$ cat config.mk
export PLATFORM = sky130hd
export DESIGN_NAME = lpc_fw_read_target
export DESIGN_NICKNAME = d
export VERILOG_FILES = /design/src/rtl/lpc_fw_pkg.sv /design/src/rtl/lpc_fw_hdr_rx.sv /design/src/rtl/lpc_fw_data_tx.sv /design/src/rtl/lpc_fw_read_target.sv
export SDC_FILE = /design/constraint.sdc
export NUM_CORES = 1
export LEC_CHECK = 0
export ABC_AREA = 0
export BUFFER_PORTS_ARGS = -buffer_cell sky130_fd_sc_hd__buf_2
export CAP_MARGIN = 25
export CELL_PAD_IN_SITES_DETAIL_PLACEMENT = 1
export CELL_PAD_IN_SITES_GLOBAL_PLACEMENT = 1
export CORE_MARGIN = 3
export CORE_UTILIZATION = 32
export DETAILED_ROUTE_END_ITERATION = 10
export MAX_ROUTING_LAYER = met4
export PLACE_DENSITY = 0.67
export RECOVER_POWER = 100
export SYNTH_ARGS = -nofsm -noshare
export SYNTH_HDL_FRONTEND = slang
export SYNTH_SLANG_ARGS = --single-unit
$ cat constraint.sdc
create_clock -name clk_i -period 3.5 [get_ports clk_i]
set_clock_uncertainty 0.1 [all_clocks]
set_input_delay 0.525 -clock clk_i [delete_from_list [all_inputs] [get_ports clk_i]]
set_output_delay 0.525 -clock clk_i [all_outputs]
set_load 0.01 [all_outputs]
$ cat src/rtl/lpc_fw_pkg.sv
package lpc_fw_pkg;
  localparam logic [3:0] START_FW_READ = 4'b1101;
  localparam logic [3:0] NIB_ONES      = 4'hF;
  localparam logic [3:0] NIB_READY     = 4'h0;
  localparam int         MAX_MSIZE     = 7;

  typedef enum logic [1:0] {RX_IDLE, RX_ID, RX_ADDR, RX_SIZE} rx_state_e;
  typedef enum logic [2:0] {TX_IDLE, TX_TAR, TX_SYNC, TX_DATA, TX_END} tx_state_e;

  function automatic logic size_legal(input logic [3:0] code);
    return (code == 4'd0) || (code == 4'd1) || (code == 4'd2) ||
           (code == 4'd4) || (code == 4'd7);
  endfunction
endpackage

$ cat src/rtl/lpc_fw_hdr_rx.sv
module lpc_fw_hdr_rx
  import lpc_fw_pkg::*;
#(
  parameter int ADDR_W = 28,
  parameter int MS_W   = 3
) (
  input  logic              clk_i,
  input  logic              rst_ni,
  input  logic              frame_ni,
  input  logic [3:0]        lad_i,
  input  logic [3:0]        id_i,
  output logic              go_o,
  output logic [ADDR_W-1:0] addr_o,
  output logic [MS_W-1:0]   msize_o
);
  localparam int ADDR_NIB = ADDR_W / 4;
  localparam int ACNT_W   = $clog2(ADDR_NIB);

  rx_state_e         state_q;
  logic [ACNT_W-1:0] acnt_q;
  logic [ADDR_W-1:0] addr_q;
  logic [MS_W-1:0]   msize_q;
  logic              go_q;

  always_ff @(posedge clk_i or negedge rst_ni) begin
    if (!rst_ni) begin
      state_q <= RX_IDLE;
      acnt_q  <= '0;
      addr_q  <= '0;
      msize_q <= '0;
      go_q    <= 1'b0;
    end else begin
      go_q <= 1'b0;
      if (!frame_ni) begin
        // the last START nibble before frame rises wins
        state_q <= (lad_i == START_FW_READ) ? RX_ID : RX_IDLE;
      end else begin
        unique case (state_q)
          RX_ID: begin
            acnt_q  <= '0;
            state_q <= (lad_i == id_i) ? RX_ADDR : RX_IDLE;
          end
          RX_ADDR: begin
            addr_q <= {addr_q[ADDR_W-5:0], lad_i};
            acnt_q <= acnt_q + 1'b1;
            if (acnt_q == ACNT_W'(ADDR_NIB - 1)) state_q <= RX_SIZE;
          end
          RX_SIZE: begin
            if (size_legal(lad_i)) begin
              go_q    <= 1'b1;
              msize_q <= lad_i[MS_W-1:0];
            end
            state_q <= RX_IDLE;
          end
          default: state_q <= RX_IDLE;
        endcase
      end
    end
  end

  assign go_o    = go_q;
  assign addr_o  = addr_q;
  assign msize_o = msize_q;
endmodule

$ cat src/rtl/lpc_fw_data_tx.sv
module lpc_fw_data_tx
  import lpc_fw_pkg::*;
#(
  parameter int ADDR_W = 28,
  parameter int MS_W   = 3,
  parameter int NCNT_W = 8
) (
  input  logic              clk_i,
  input  logic              rst_ni,
  input  logic              frame_ni,
  input  logic              go_i,
  input  logic [ADDR_W-1:0] addr_i,
  input  logic [MS_W-1:0]   msize_i,
  input  logic [7:0]        mem_data_i,
  output logic              mem_rd_o,
  output logic [ADDR_W-1:0] mem_addr_o,
  output logic [3:0]        lad_o,
  output logic              lad_oe_o
);
  tx_state_e         state_q;
  logic [NCNT_W-1:0] nib_q, last_q;
  logic [ADDR_W-1:0] next_q, maddr_q;
  logic [3:0]        lad_q, hi_q;
  logic              oe_q, rd_q;
  logic              more_bytes;

  // another byte remains beyond the one being loaded now
  assign more_bytes = ({1'b0, nib_q} + (NCNT_W+1)'(3)) <= {1'b0, last_q};

  always_ff @(posedge clk_i or negedge rst_ni) begin
    if (!rst_ni) begin
      state_q <= TX_IDLE;
      nib_q   <= '0;
      last_q  <= '0;
      next_q  <= '0;
      maddr_q <= '0;
      lad_q   <= NIB_ONES;
      hi_q    <= '0;
      oe_q    <= 1'b0;
      rd_q    <= 1'b0;
    end else if (!frame_ni) begin
      state_q <= TX_IDLE;
      oe_q    <= 1'b0;
      rd_q    <= 1'b0;
      lad_q   <= NIB_ONES;
    end else begin
      rd_q <= 1'b0;
      unique case (state_q)
        TX_IDLE: begin
          if (go_i) begin
            state_q <= TX_TAR;
            oe_q    <= 1'b1;
            lad_q   <= NIB_ONES;
            rd_q    <= 1'b1;
            maddr_q <= addr_i;
            next_q  <= addr_i + 1'b1;
            nib_q   <= '0;
            last_q  <= NCNT_W'((32'd2 << msize_i) - 32'd1);
          end
        end
        TX_TAR: begin
          lad_q   <= NIB_READY;
          state_q <= TX_SYNC;
        end
        TX_SYNC: begin
          lad_q   <= mem_data_i[3:0];
          hi_q    <= mem_data_i[7:4];
          state_q <= TX_DATA;
          if (last_q > NCNT_W'(1)) begin
            rd_q    <= 1'b1;
            maddr_q <= next_q;
            next_q  <= next_q + 1'b1;
          end
        end
        TX_DATA: begin
          if (nib_q == last_q) begin
            lad_q   <= NIB_ONES;
            state_q <= TX_END;
          end else begin
            nib_q <= nib_q + 1'b1;
            if (!nib_q[0]) begin
              lad_q <= hi_q;
            end else begin
              lad_q <= mem_data_i[3:0];
              hi_q  <= mem_data_i[7:4];
              if (more_bytes) begin
                rd_q    <= 1'b1;
                maddr_q <= next_q;
                next_q  <= next_q + 1'b1;
              end
            end
          end
        end
        TX_END: begin
          oe_q    <= 1'b0;
          state_q <= TX_IDLE;
        end
        default: state_q <= TX_IDLE;
      endcase
    end
  end

  assign lad_o      = lad_q;
  assign lad_oe_o   = oe_q;
  assign mem_rd_o   = rd_q;
  assign mem_addr_o = maddr_q;
endmodule

$ cat src/rtl/lpc_fw_read_target.sv
module lpc_fw_read_target
  import lpc_fw_pkg::*;
#(
  parameter int ADDR_W = 28
) (
  input  logic              clk_i,
  input  logic              rst_ni,
  input  logic              frame_ni,
  input  logic [3:0]        id_i,
  input  logic [3:0]        lad_i,
  output logic [3:0]        lad_o,
  output logic              lad_oe_o,
  output logic              mem_rd_o,
  output logic [ADDR_W-1:0] mem_addr_o,
  input  logic [7:0]        mem_data_i
);
  localparam int MS_W   = $clog2(MAX_MSIZE + 1);
  localparam int NCNT_W = MAX_MSIZE + 1;

  logic              go;
  logic [ADDR_W-1:0] hdr_addr;
  logic [MS_W-1:0]   hdr_msize;

  lpc_fw_hdr_rx #(.ADDR_W(ADDR_W), .MS_W(MS_W)) u_rx (
    .clk_i    (clk_i),
    .rst_ni   (rst_ni),
    .frame_ni (frame_ni),
    .lad_i    (lad_i),
    .id_i     (id_i),
    .go_o     (go),
    .addr_o   (hdr_addr),
    .msize_o  (hdr_msize)
  );

  lpc_fw_data_tx #(.ADDR_W(ADDR_W), .MS_W(MS_W), .NCNT_W(NCNT_W)) u_tx (
    .clk_i      (clk_i),
    .rst_ni     (rst_ni),
    .frame_ni   (frame_ni),
    .go_i       (go),
    .addr_i     (hdr_addr),
    .msize_i    (hdr_msize),
    .mem_data_i (mem_data_i),
    .mem_rd_o   (mem_rd_o),
    .mem_addr_o (mem_addr_o),
    .lad_o      (lad_o),
    .lad_oe_o   (lad_oe_o)
  );
endmodule

After elaboration in Yosys (flattened, before gate mapping)
Index checks and enable logic that the tools add are counted.

word-level totals
  register bits = 122
  input bits = 19
  output and inout port bits = 34
  word-level logic and storage cells = 114

cells by class
  add/subtract/negate cells = 6
  magnitude comparators = 2
  equal/unequal tests = 25
  shift operators = 1
  muxes and demuxes = 46
  reductions and logical operators = 20

operators by type and width
  cell                   number
  $mux 28                10
  $pmux 28 s3            2
  $add 28x1->28 const B  2
  $mux 4                 6
  $mux 8                 2
  $pmux 4 s4             1
  $pmux 8 s2             1
  $mux 1                 12
  $pmux 3 s4             1
  $reduce_and 2->1       5
  $add 8x2->9 const B    1
  $le 9x8->1             1
  $mux 3                 3
  $add 8x1->8 const B    1
  $eq 4x3->1 const B     2
  $eq 8x8->1             1
  $gt 8x1->1 const B     1
  $pmux 4 s2             1
  $reduce_and 4->1       2
  $shl 2x3->8 const A    1
  $sub 8x1->8 const B    1
  $reduce_and 7->1       1
  $eq 3x2->1 const B     2
  $eq 3x3->1 const B     2
  other kinds (25)       38

Logic depth before layout (Yosys ltp)
Gate-level depths: netlist (run 1).

  depth after elaboration = 8
  gate-level depth with buffers = 17
  mapped depth without buffers = 14

Cells and area by module
A second synthesis (run 1) with hierarchy kept.

second synthesis, totals
  cell total of the unflattened synthesis = 782
  area, all modules = 7709.9 µm²

modules (own cells, without submodules)
  module          instances  cells an instance  area each (µm²)  sequential area each (µm²)
  lpc_fw_data_tx  1          656                6035.8           2132.0
  lpc_fw_hdr_rx   1          126                1674.1           925.9

Worst setup path after synthesis (run 1)
OpenSTA, ideal clock, no wires.

  path kind = register to register
  from = reg u_tx.state_q[2]
  to = reg u_tx.next_q[24]
  setup time = 0.142 ns
  arrival = 3.320 ns
  data required time = 3.258 ns
  setup slack = -0.062 ns
  stages on the path, launching flop included = 17
  path buffers = 5
  period minus slack after synthesis = 3.562 ns
  path through = dfrtp_1 -> nand2b_4 -> buf_12 -> clkbuf_1 -> clkbuf_1 -> clkbuf_1 -> nand2_1 -> nand2_1 -> ha_1 -> clkbuf_1 -> nand2_1 -> nor3_2 -> o2111ai_4 -> nor4_2 -> mux2_1 -> nand2_1 -> o2111ai_1

on the way
  word-level cells in the longest chain between the ends = 3
  elaborated cells on any way between the ends = 11
  those cells by class = 7 x eq/ne; 1 x mux; 3 x reduce/logical

ends and longest elaborated chain
  element                                        RTL line              source
  start, declared                                lpc_fw_data_tx.sv:20  tx_state_e state_q;
  start signal, assigned                         lpc_fw_data_tx.sv:32  state_q <= TX_IDLE;
  start signal, assigned                         lpc_fw_data_tx.sv:42  state_q <= TX_IDLE;
  start signal, assigned                         lpc_fw_data_tx.sv:51  state_q <= TX_TAR;
  $eq 3x2->1 or $logic_not 3->1 (tied branches)  lpc_fw_data_tx.sv:48  unique case (state_q)
  $ne 2x1->1 (no line) (tied with other cells)   -
  $reduce_and 7->1 (no line)                     -
  end signal, assigned                           lpc_fw_data_tx.sv:56  next_q <= addr_i + 1'b1;
  end signal, assigned                           lpc_fw_data_tx.sv:72  next_q <= next_q + 1'b1;
  end signal, assigned                           lpc_fw_data_tx.sv:89  next_q <= next_q + 1'b1;
  end, declared                                  lpc_fw_data_tx.sv:22  logic [ADDR_W-1:0] next_q, maddr_q;

Several ways; a longest one is shown, not always the timed one.
A chain may end at the register's enable or synchronous reset.

Worst setup path after layout (run 1)
  from = reg u_tx.nib_q[3]
  to = reg u_tx.next_q[21]

on the way
  word-level cells in the longest chain between the ends = 4
  elaborated cells on any way between the ends = 6
  those cells by class = 1 x add/sub; 1 x order compare; 3 x eq/ne; 1 x reduce/logical

ends and longest elaborated chain
  element                         RTL line              source
  start, declared                 lpc_fw_data_tx.sv:21  logic [NCNT_W-1:0] nib_q, last_q;
  start signal, assigned          lpc_fw_data_tx.sv:80  nib_q <= nib_q + 1'b1;
  $add 8x2->9                     lpc_fw_data_tx.sv:28  assign more_bytes = ({1'b0, nib_q} + (NCNT_W+1)'(3)) <= {1'b0, last_q};
  $le 9x8->1                      lpc_fw_data_tx.sv:28
  $ne 2x1->1 (no line)            -
  $reduce_and 7->1 (no line) (*)  -

Every way passes the cells marked *; elsewhere a longest branch is shown, timed or not.

==> results by group, run 1 <==
Pwr
  – Sw Pwr: 919 uW
  – Clock network power share: 0.496
  – Max VDD drop: 294 uV
  – Static Leakage: 0.00355 uW
  – Power per Cell Area: 445 nW/um2
  – Int Pwr: 2750 uW
  – Share of total power in sequential cells: 0.441
  – Sw Ratio: 0.250
  – Combinational share of power: 0.063

Yosys
  – FF+latch count, synth: 122
  – EDFF count, synth: 0
  – Synth Area in Compound Gates: 0.161
  – Cells after synthesis: 742
  – Simple-gate share of the synthesized area: 0.184
  – Yosys cell types: 71
  – Post-Syn Area: 7170 um2
  – Async SR Flop Fraction: 1.00
  – Ys flop type: dfrtp_1
  – Syn nets: 777
  – Syn Area/Cell: 9.66 um2
  – Mux contribution to synthesized area: 0.121
  – Seq/Total Area, Yosys: 0.427
  – Ys Warns: 0
  – Adder-cell share of the synthesized area: 0.0279
  – Main combinational cell family by area after synthesis: simple AND/OR/NAND/NOR gates
  – XOR/XNOR share of the synthesized area: 0.0354

Cells and area
  – Share of cells above drive strength 1: 0.179
  – Fin nets: 821
  – Antenna diodes: 0
  – P&R area growth vs syn: 15.0%
  – Commonest non-fill, non-tap cell in the layout: dfrtp_1
  – Most frequent cells in the layout: 118 x dfrtp_1, 93 x nand2_1, 65 x a21oi_1
  – Layout Cells excl Fill: 1079

Setup path
  – Crit path to: u_tx.next_q[21]$_DFFE_PN0P_
  – Reg2Reg Capture Point: u_tx.next_q[21]$_DFFE_PN0P_
  – Reg-to-Reg Start: u_tx.nib_q[3]$_DFFE_PN0P_
  – Worst setup SP type: flip-flop
  – Worst-path fanout max: 23
  – Critical Path Source: u_tx.nib_q[3]$_DFFE_PN0P_
  – Worst reg-to-reg setup slack: 330 ps
  – Req. time, crit path: 3750 ps
  – Reg2Reg Depth: 14
  – Crit path kind: flip-flop to flip-flop
  – Crit. End Element: flip-flop
  – Crit path DAT: 3420 ps

Routing
  – 1st-pass router iterations: 5
  – Via count: 5674
  – Drt drc: 0
  – Vias per inst: 5.26
  – DRT Wirelength: 18500 um
  – WL per Instance: 17.1 um
  – Initial drt markers: 265
  – Detail Route Antenna Nets: 0

Die
  – FP Rows: 54
  – Core region area: 21900 um2
  – Die height: 156 um
  – Initial Utilization: 0.327
  – Die area: 24200 um2
  – I/O Pins: 53
  – DIE WIDTH: 156 um

Timing
  – Final setup vio count: 0
  – Worst Tran Pin Value: 2030 ps
  – Fmax: 0.315 GHz
  – Slew Limit Headroom: -0.351
  – RSZ-0062 raised after global routing: false
  – Period minus WS final: 3170 ps
  – Sum of negative setup slack: 0 ps
  – Final worst path period share: 0.907
  – Worst Setup Slack, final: 325 ps
  – Final Slew Violations: 110
  – Final Hold Fails: 0

GRT
  – Largest net degree at the start of global routing: 78
  – Vias in the first global route: 5952
  – Initial antenna violation count: 0
  – First-pass GRT wire length: 31300 um
  – Overall Global Routing Usage: 0.163
  – GR Overflow Total: 0

Run status
  – Status: complete, but fails checks
  – Failing checks: capacitance limit, slew limit

Placement
  – Cells after DPL: 1047
  – Port buffer count: 52
  – Post-DP HPWL: 12600 um
  – Routability cong.: 0.804
  – Place WS: 245 ps

Clock tree
  – CTS tree: built
  – Num CTS Buffers: 17
  – Clk root buf: clkbuf_16
  – Maximum count of clock buffers along a single path: 2
  – Hold buffer count at cts: 0
  – TritonCTS Sinks: 122
  – H-tree depth reported by CTS: 4
  – Later-pin clock latency in the skew report: 420 ps
  – Reg clk slew, reported paths: 60 ps

Worst hold path
  – Worst Hold Class: input port to flip-flop

Flow run
  – Max-Cap Viols: 2
## how the worst min path moves through the flow
stage	depth (start not counted)	end	startpoint
after CTS	1	u_tx.mem_addr_o[5]$_DFFE_PN0P_	rst_ni
after global placement	2	u_tx.mem_addr_o[22]$_DFFE_PN0P_	u_tx.mem_addr_o[22]$_DFFE_PN0P_
after floorplan	0	u_rx.acnt_q[0]$_DFFE_PN0P_	rst_ni
after detailed placement	2	u_tx.mem_addr_o[8]$_DFFE_PN0P_	u_tx.mem_addr_o[8]$_DFFE_PN0P_
final	2	u_tx.hi_q[3]$_DFFE_PN0P_	mem_data_i[7]
after global routing	2	u_tx.hi_q[0]$_DFFE_PN0P_	mem_data_i[4]
## kinds of logic (layout without fill, tap and decap cells)
family          after synthesis  count (layout)
mux                          72              72
buf+inv                      64             121
flops                       122             122
simple gates                255             255
xor+xnor                     29              29
compound gates              184             184
fa+ha+maj                    16              16
## cell usage after synthesis, drive strengths merged (10+ instances only)
| master | instances | area [um2] |
|---|---|---|
| dfrtp | 118 | 2950 |
| nand2 | 95 | 367 |
| a21oi | 66 | 334 |
| nor2 | 60 | 228 |
| o21ai | 50 | 254 |
| mux2 | 41 | 465 |
| mux2i | 31 | 402 |
| buf | 24 | 161 |
| clkbuf | 21 | 78.8 |
| inv | 19 | 73.8 |
| xor2 | 19 | 166 |
| and2 | 18 | 113 |
| ha | 16 | 200 |
| nand3 | 15 | 75.1 |
| nor4 | 14 | 144 |
| o211ai | 13 | 97.6 |
| o31ai | 13 | 97.6 |
| and3 | 12 | 75.1 |
| nor3 | 11 | 76.3 |
| xnor2 | 10 | 87.6 |
## through the flow
step                       util  cell area (um2)  total power [uW]  hold WS, ps
final                     0.376             8240              3670          245
after global routing      0.376             8240              3840          232
after CTS                 0.381             8330              3740         80.1
after detailed placement  0.353             7720              1890          365
after global placement    0.353             7720              1880          358
after floorplan               -             7170              1750          129
## final cells by class
class / count / area, um2
clock buffers: 18 / 439
clock inverters: 14 / 169
fillers: 2527 / 13700
inverters: 19 / 73.8
multi-input cells: 556 / 3790
flip-flops and latches: 122 / 3060
well taps: 280 / 350
repair buffers: 70 / 363
## worst max-delay path, cell delays in order, from the launching register on
cell and delay, ps:
dfrtp_1 460, and3_1 280, nand2_1 70, nor2_1 130, xor2_1 180, ha_1 290
a21o_1 190, a21oi_1 180, a21oi_1 110, a211oi_2 320, nor2_4 90, inv_4 240
clkbuf_2 240, a21oi_1 80, a21oi_1 130
## power groups by stage
stage	combinational, uW	clock, uW	sequential (uW)
finish	229	1820	1620
global route	269	1940	1630
CTS	250	1880	1620
detailed placement	249	0	1640
global placement	237	0	1640
floorplan	129	0	1620
## sequential cells by signal (all words and copies together) (netlist names)
name and cells:
u_rx.addr_o 28, u_tx.mem_addr_o 28, u_tx.next_q 28, u_tx.last_q 8, u_tx.nib_q 8, u_tx.hi_q 4
u_tx.lad_o 4, u_rx.acnt_q 3, u_rx.msize_o 3, u_tx.state_q 3, u_rx.state_q 2, u_rx.go_o 1
u_tx.lad_oe_o 1, u_tx.mem_rd_o 1
## timing repair
item / CTS / global route
endpoints found under the setup margin: 0 / 18
hold endpoints to repair: 0 / 0
buffers inserted: 0 / 0
resized for setup: 0 / 1
## layer usage
layer,global-route usage,share of wire,vias to the layer above
li1,-,-,2752
met1,0.217,0.48,2832
met2,0.259,0.47,74
met3,0.0294,0.035,16
met4,0.0438,0.010,0
met5,-,0,-
Note: power is estimated with default switching activity, not from simulation.
==> run 2, diff against run 1 <==
--- a/config.mk
+++ b/config.mk
@@ -5,16 +5,16 @@
 export SDC_FILE = /design/constraint.sdc
 export NUM_CORES = 1
 export LEC_CHECK = 0
-export ABC_AREA = 0
+export ABC_AREA = 1
 export BUFFER_PORTS_ARGS = -buffer_cell sky130_fd_sc_hd__buf_2
 export CAP_MARGIN = 25
 export CELL_PAD_IN_SITES_DETAIL_PLACEMENT = 1
 export CELL_PAD_IN_SITES_GLOBAL_PLACEMENT = 1
+export CORE_ASPECT_RATIO = 1.25
 export CORE_MARGIN = 3
 export CORE_UTILIZATION = 32
 export DETAILED_ROUTE_END_ITERATION = 10
-export MAX_ROUTING_LAYER = met4
-export PLACE_DENSITY = 0.67
+export PLACE_DENSITY = 0.7
 export RECOVER_POWER = 100
 export SYNTH_ARGS = -nofsm -noshare
 export SYNTH_HDL_FRONTEND = slang
==> results by group, run 2 <==
Setup path
  – Reg-to-Reg Start: u_tx.state_q[1]$_DFFE_PN0P_
  – Crit. End Element: flip-flop
  – Critical Path Source: u_tx.state_q[1]$_DFFE_PN0P_
  – Crit path kind: flip-flop to flip-flop
  – Worst setup SP type: flip-flop
  – Delay-heaviest family, CP: simple AND/OR/NAND/NOR gates
  – Req. time, crit path: 3690 ps
  – Worst-path fanout max: 65
  – Crit path DAT: 3270 ps
  – Crit-path cells: inv_1 > nor2_4 > nand2_1 > inv_1 > nand3_1 > nand3_1 > inv_2 > nand2_4 > buf_12 > o21ai_0
  – Critical-path top delay cell: dfrtp_1
  – Bufs and invs on worst path: 4
  – CP max stage delay: 730 ps

Flow run
  – Max-Cap Viols: 1

Cells and area
  – Fillers: 2699
  – Most frequent cells in the layout: 375 x nand2_1, 118 x dfrtp_1, 97 x inv_1
  – Commonest non-fill, non-tap cell in the layout: nand2_1
  – Share of cells above drive strength 1: 0.0857
  – Fin nets: 1037
  – Antenna diodes: 0
  – P&R area growth vs syn: 15.2%

Yosys
  – Yosys cell types: 40
  – Async SR Flop Fraction: 1.00
  – Synth top area share: 0.425
  – Seq/Total Area, Yosys: 0.440
  – Cells after synthesis: 953
  – Syn Area/Cell: 7.29 um2
  – Syn nets: 988
  – Synth top cells by count: 374 x nand2_1, 118 x dfrtp_1, 95 x inv_1
  – Ys flop type: dfrtp_1
  – Largest area contributor in the netlist: dfrtp_1
  – FF+latch count, synth: 122
  – Most instantiated library cell after synthesis: nand2_1
  – EDFF count, synth: 0
  – Ys Warns: 0
  – Post-Syn Area: 6950 um2
  – Synth top area cells: dfrtp_1 42%, nand2_1 20%, inv_1 5.1%, o21ai_0 4.6%, nand3_1 4.0%

Worst hold path
  – Worst Hold Class: input port to flip-flop
  – Hold path start: mem_data_i[5]

Run status
  – Failing checks: capacitance limit, slew limit
  – Status: complete, but fails checks

Routing
  – Drt drc: 0
  – WL per Instance: 16.6 um
  – Vias per inst: 4.92
  – DRT Wirelength: 21400 um
  – 1st-pass router iterations: 4
  – Via count: 6337
  – Initial drt markers: 250
  – Detail Route Antenna Nets: 0

GRT
  – Largest net degree at the start of global routing: 67
  – Vias in the first global route: 6678
  – GR Overflow Total: 0
  – First-pass GRT wire length: 35100 um
  – Overall Global Routing Usage: 0.193
  – Initial antenna violation count: 0

Die
  – Die height: 171 um
  – I/O Pins: 53
  – Initial Utilization: 0.329
  – DIE WIDTH: 138 um
  – Core region area: 21100 um2
  – Die area: 23500 um2
  – FP Rows: 59

Pwr
  – Share of total power in sequential cells: 0.427
  – Clock network power share: 0.489
  – Max VDD drop: 323 uV
  – Sw Ratio: 0.270
  – Int Pwr: 2650 uW
  – Power per Cell Area: 453 nW/um2
  – Sw Pwr: 981 uW
  – Combinational share of power: 0.085
  – Static Leakage: 0.00393 uW

Clock tree
  – TritonCTS Sinks: 122
  – CTS tree: built
  – Later-pin clock latency in the skew report: 430 ps
  – H-tree depth reported by CTS: 4
  – Maximum count of clock buffers along a single path: 2
  – CTS resizes: 0
  – Num CTS Buffers: 17
  – Clk root buf: clkbuf_16
  – Reg clk slew, reported paths: 70 ps

Placement
  – Port buffer count: 52
  – Routability cong.: 0.886
  – Post-DP HPWL: 15700 um

Timing
  – Worst Tran Pin Value: 1870 ps
  – Final setup vio count: 0
  – Final worst path period share: 0.881
  – Slew Limit Headroom: -0.247
  – Sum of negative setup slack: 0 ps
  – Fmax: 0.324 GHz
  – Hold slack: 250 ps
  – Final Slew Violations: 31
  – Period minus WS final: 3080 ps
  – RSZ-0062 raised after global routing: false
  – Final Hold Fails: 0
-- run 2: changes by cell type after synthesis, moves of 15 or more --
cell,delta
mux2i_1,-23
a21oi_1,-52
nand3_1,+41
nand2_1,+281
o21ai_1,+15
and2_1,-18
o21ai_0,+17
inv_1,+77
clkbuf_1,-16
mux2_2,-38
-- run 2: stage by stage --
step | setup slack [ps] | cell area [um2] | power, uW | util | std cells
after global placement | 531 | 7460 | 1880 | 0.353 | 1256
after global routing | 97.9 | 8000 | 3810 | 0.379 | 1289
after floorplan | 953 | 6950 | 1740 | - | 953
final | 417 | 8000 | 3630 | 0.379 | 1289
after detailed placement | 410 | 7460 | 1890 | 0.353 | 1256
after CTS | 377 | 8060 | 3700 | 0.382 | 1289
-- run 2: worst reg2reg max path: stages, from the launching register on --
cell	delay, ps
dfrtp_1	730
inv_1	160
nor2_4	280
nand2_1	250
inv_1	280
nand3_1	210
nand3_1	160
inv_2	60
nand2_4	240
buf_12	290
o21ai_0	180
-- run 2: layout make-up --
class                   instances  area [um2]  area share
clock inverters                15         165      0.0206
well taps                     274         343      0.0428
flip-flops and latches        122        3060       0.382
inverters                     101         379      0.0474
multi-input cells             697        3310       0.413
clock buffers                  17         425      0.0532
repair buffers                 63         324      0.0405
-- run 2: what timing repair did --
action	in CTS	in global routing
endpoints found under the hold margin	29	0
hold buffers	1	0
setup buffers	0	0
-- run 2: layer usage --
metal | GRT usage | share of wire
met3 | 0.0324 | 0.028
met4 | 0.0722 | 0.029
met2 | 0.350 | 0.53
met5 | 0 | 0
met1 | 0.225 | 0.42
-- run 2: final timing paths --
| path | endpoint | cells past startpoint | slack (ps) |
|---|---|---|---|
| max | u_tx.mem_addr_o[17]$_DFFE_PN0P_ | 10 | 420 |
| min | u_tx.hi_q[1]$_DFFE_PN0P_ | 3 | 250 |
| max reg2reg | u_tx.mem_addr_o[17]$_DFFE_PN0P_ | 10 | 420 |
| min reg2reg | u_tx.next_q[25]$_DFFE_PN0P_ | 2 | 380 |
| max in group asynchronous | u_tx.next_q[1]$_DFFE_PN0P_ | 3 | 690 |
| min in group asynchronous | u_tx.mem_rd_o$_DFF_PN0_ | 2 | 1050 |
-- run 2: kinds of logic (layout without fill, tap and decap cells) --
logic type,Yosys count,in the layout,share of synthesized area
compound gates,116,116,0.0922
xor+xnor,29,29,0.0365
fa+ha+maj,16,16,0.0288
buf+inv,134,196,0.0830
flops,122,122,0.440
simple gates,536,536,0.319
-- run 2: power groups by stage --
stage	combinational (uW)	sequential, uW	clock, uW
after floorplan	175	1570	0
after global placement	310	1570	0
after detailed placement	320	1570	0
after CTS	327	1550	1820
after global routing	357	1560	1890
final	307	1550	1770
==> run 3, diff against run 2 <==
--- a/config.mk
+++ b/config.mk
@@ -14,8 +14,10 @@
 export CORE_MARGIN = 3
 export CORE_UTILIZATION = 32
 export DETAILED_ROUTE_END_ITERATION = 10
+export GPL_TIMING_DRIVEN = 0
 export PLACE_DENSITY = 0.7
 export RECOVER_POWER = 100
+export SETUP_SLACK_MARGIN = 0.4
 export SYNTH_ARGS = -nofsm -noshare
 export SYNTH_HDL_FRONTEND = slang
 export SYNTH_SLANG_ARGS = --single-unit
==> results by group, run 3 (synthesized netlist as in run 2, its figures left out) <==
Setup path
  – Crit path kind: flip-flop to flip-flop
  – Crit path DAT: 3330 ps
  – Crit. End Element: flip-flop
  – Worst setup SP type: flip-flop
  – Req. time, crit path: 3690 ps
  – Worst-path fanout max: 10

Timing
  – Slew Limit Headroom: -0.336
  – Period minus WS final: 3140 ps
  – Fmax: 0.319 GHz
  – Worst Tran Pin Value: 2000 ps
  – Worst Setup Slack, final: 361 ps
  – Final setup vio count: 0
  – Final Hold Fails: 0
  – Final worst path period share: 0.897
  – RSZ-0062 raised after global routing: false
  – Hold slack: 256 ps
  – Final Slew Violations: 35
  – Sum of negative setup slack: 0 ps

Cells and area
  – Most frequent cells in the layout: 376 x nand2_1, 117 x dfrtp_1, 95 x inv_1
  – P&R area growth vs syn: 17.9%
  – Share of cells above drive strength 1: 0.108
  – Commonest non-fill, non-tap cell in the layout: nand2_1
  – Fin nets: 1066
  – Antenna diodes: 0

Pwr
  – Max VDD drop: 326 uV
  – Share of total power in sequential cells: 0.426
  – Sw Ratio: 0.267
  – Sw Pwr: 970 uW
  – Combinational share of power: 0.087
  – Tot Pwr: 3630 uW
  – Clock network power share: 0.488
  – Int Pwr: 2660 uW
  – Static Leakage: 0.00401 uW
  – Power per Cell Area: 443 nW/um2

GRT
  – GR Overflow Total: 0
  – Vias in the first global route: 6967
  – Initial antenna violation count: 0
  – First-pass GRT wire length: 37000 um
  – Largest net degree at the start of global routing: 89
  – Overall Global Routing Usage: 0.206

Die
  – Initial Utilization: 0.329
  – DIE WIDTH: 138 um
  – Die area: 23500 um2
  – Core region area: 21100 um2
  – I/O Pins: 53
  – Die height: 171 um
  – FP Rows: 59

Clock tree
  – H-tree depth reported by CTS: 4
  – Num CTS Buffers: 17
  – Reg clk slew, reported paths: 60 ps
  – Later-pin clock latency in the skew report: 420 ps
  – TritonCTS Sinks: 122
  – Clk root buf: clkbuf_16
  – Maximum count of clock buffers along a single path: 2
  – CTS tree: built

Routing
  – DRT Wirelength: 23300 um
  – 1st-pass router iterations: 5
  – Via count: 6492
  – Vias per inst: 4.93
  – Detail Route Antenna Nets: 0
  – Initial drt markers: 271
  – Drt drc: 0
  – WL per Instance: 17.7 um

Placement
  – Port buffer count: 52
  – Routability cong.: 0.865
  – Place WS: 220 ps
  – Post-DP HPWL: 17500 um

Worst hold path
  – Worst Hold Class: input port to flip-flop

Run status
  – Failing checks: capacitance limit, slew limit
  – Status: complete, but fails checks

Flow run
  – Max-Cap Viols: 1
run 3: cell count changes in the layout (fill, tap and decap cells not counted), sizes merged:
cell,previous run,this run
buf,28,47
clkbuf,51,62
clkinvlp,1,3
inv,104,101
clkinv,9,8
nand2,382,383
run 3: timing repair:
action / in CTS / in global routing
gates resized for setup: 5 / 19
hold endpoints to repair: 34 / 0
gates cloned: 0 / 1
hold buffers: 1 / 0
endpoints found under the setup margin: 48 / 56
pin swaps: 1 / 4
buffers inserted: 0 / 4
run 3: power groups by stage:
stage	sequential [uW]	clock [uW]	combinational, uW
after floorplan	1570	0	175
after global placement	1570	0	311
after detailed placement	1570	0	324
after CTS	1550	1790	329
after global routing	1560	1860	362
final	1550	1770	315
run 3: routing by layer:
| metal | share of wire | global-route usage | up-vias |
|---|---|---|---|
| met4 | 0.033 | 0.0817 | 0 |
| li1 | - | - | 3179 |
| met3 | 0.026 | 0.0321 | 51 |
| met2 | 0.52 | 0.374 | 110 |
| met5 | 0 | 0 | - |
| met1 | 0.42 | 0.242 | 3152 |
run 3: worst max-delay path, stage by stage, from the launching register on:
cell	delay, ps
dfrtp_1	400
inv_1	100
ha_1	230
nor2_2	120
and3_4	200
xor2_1	170
ha_1	260
a21o_1	180
a21oi_1	120
nand2_1	60
nand2_1	70
nand2_1	120
nand2_1	160
nand2_1	260
buf_4	270
nand2_1	80
o21ai_0	90
run 3: final cells by class:
cell class                 count  area (um2)
timing repair buffer          58         282
inverter                     101         379
multi-input combinational    698        3330
tap                          274         343
fill                        2701       12900
clock inverter                13         145
buffer                        33         216
sequential                   122        3060
clock buffer                  19         443
run 3: final timing paths:
path | start | to | slack (ps) | depth (start not counted)
max | u_tx.nib_q[1]$_DFFE_PN0P_ | u_tx.next_q[5]$_DFFE_PN0P_ | 360 | 16
min reg2reg | u_tx.lad_oe_o$_DFFE_PN0P_ | u_tx.lad_oe_o$_DFFE_PN0P_ | 370 | 2
max in group asynchronous | rst_ni | u_rx.addr_o[3]$_DFFE_PN0P_ | 940 | 3
min | mem_data_i[6] | u_tx.hi_q[2]$_DFFE_PN0P_ | 260 | 3
max reg2reg | u_tx.nib_q[1]$_DFFE_PN0P_ | u_tx.next_q[5]$_DFFE_PN0P_ | 360 | 16
min in group asynchronous | rst_ni | u_tx.mem_addr_o[11]$_DFFE_PN0P_ | 1110 | 2
run 3: stage by stage:
stage | cell area (um2) | instances | utilization
floorplan | 6950 | 953 | -
global placement | 7550 | 1279 | 0.358
detailed placement | 7590 | 1280 | 0.359
CTS | 8200 | 1313 | 0.389
global route | 8190 | 1318 | 0.388
finish | 8190 | 1318 | 0.388
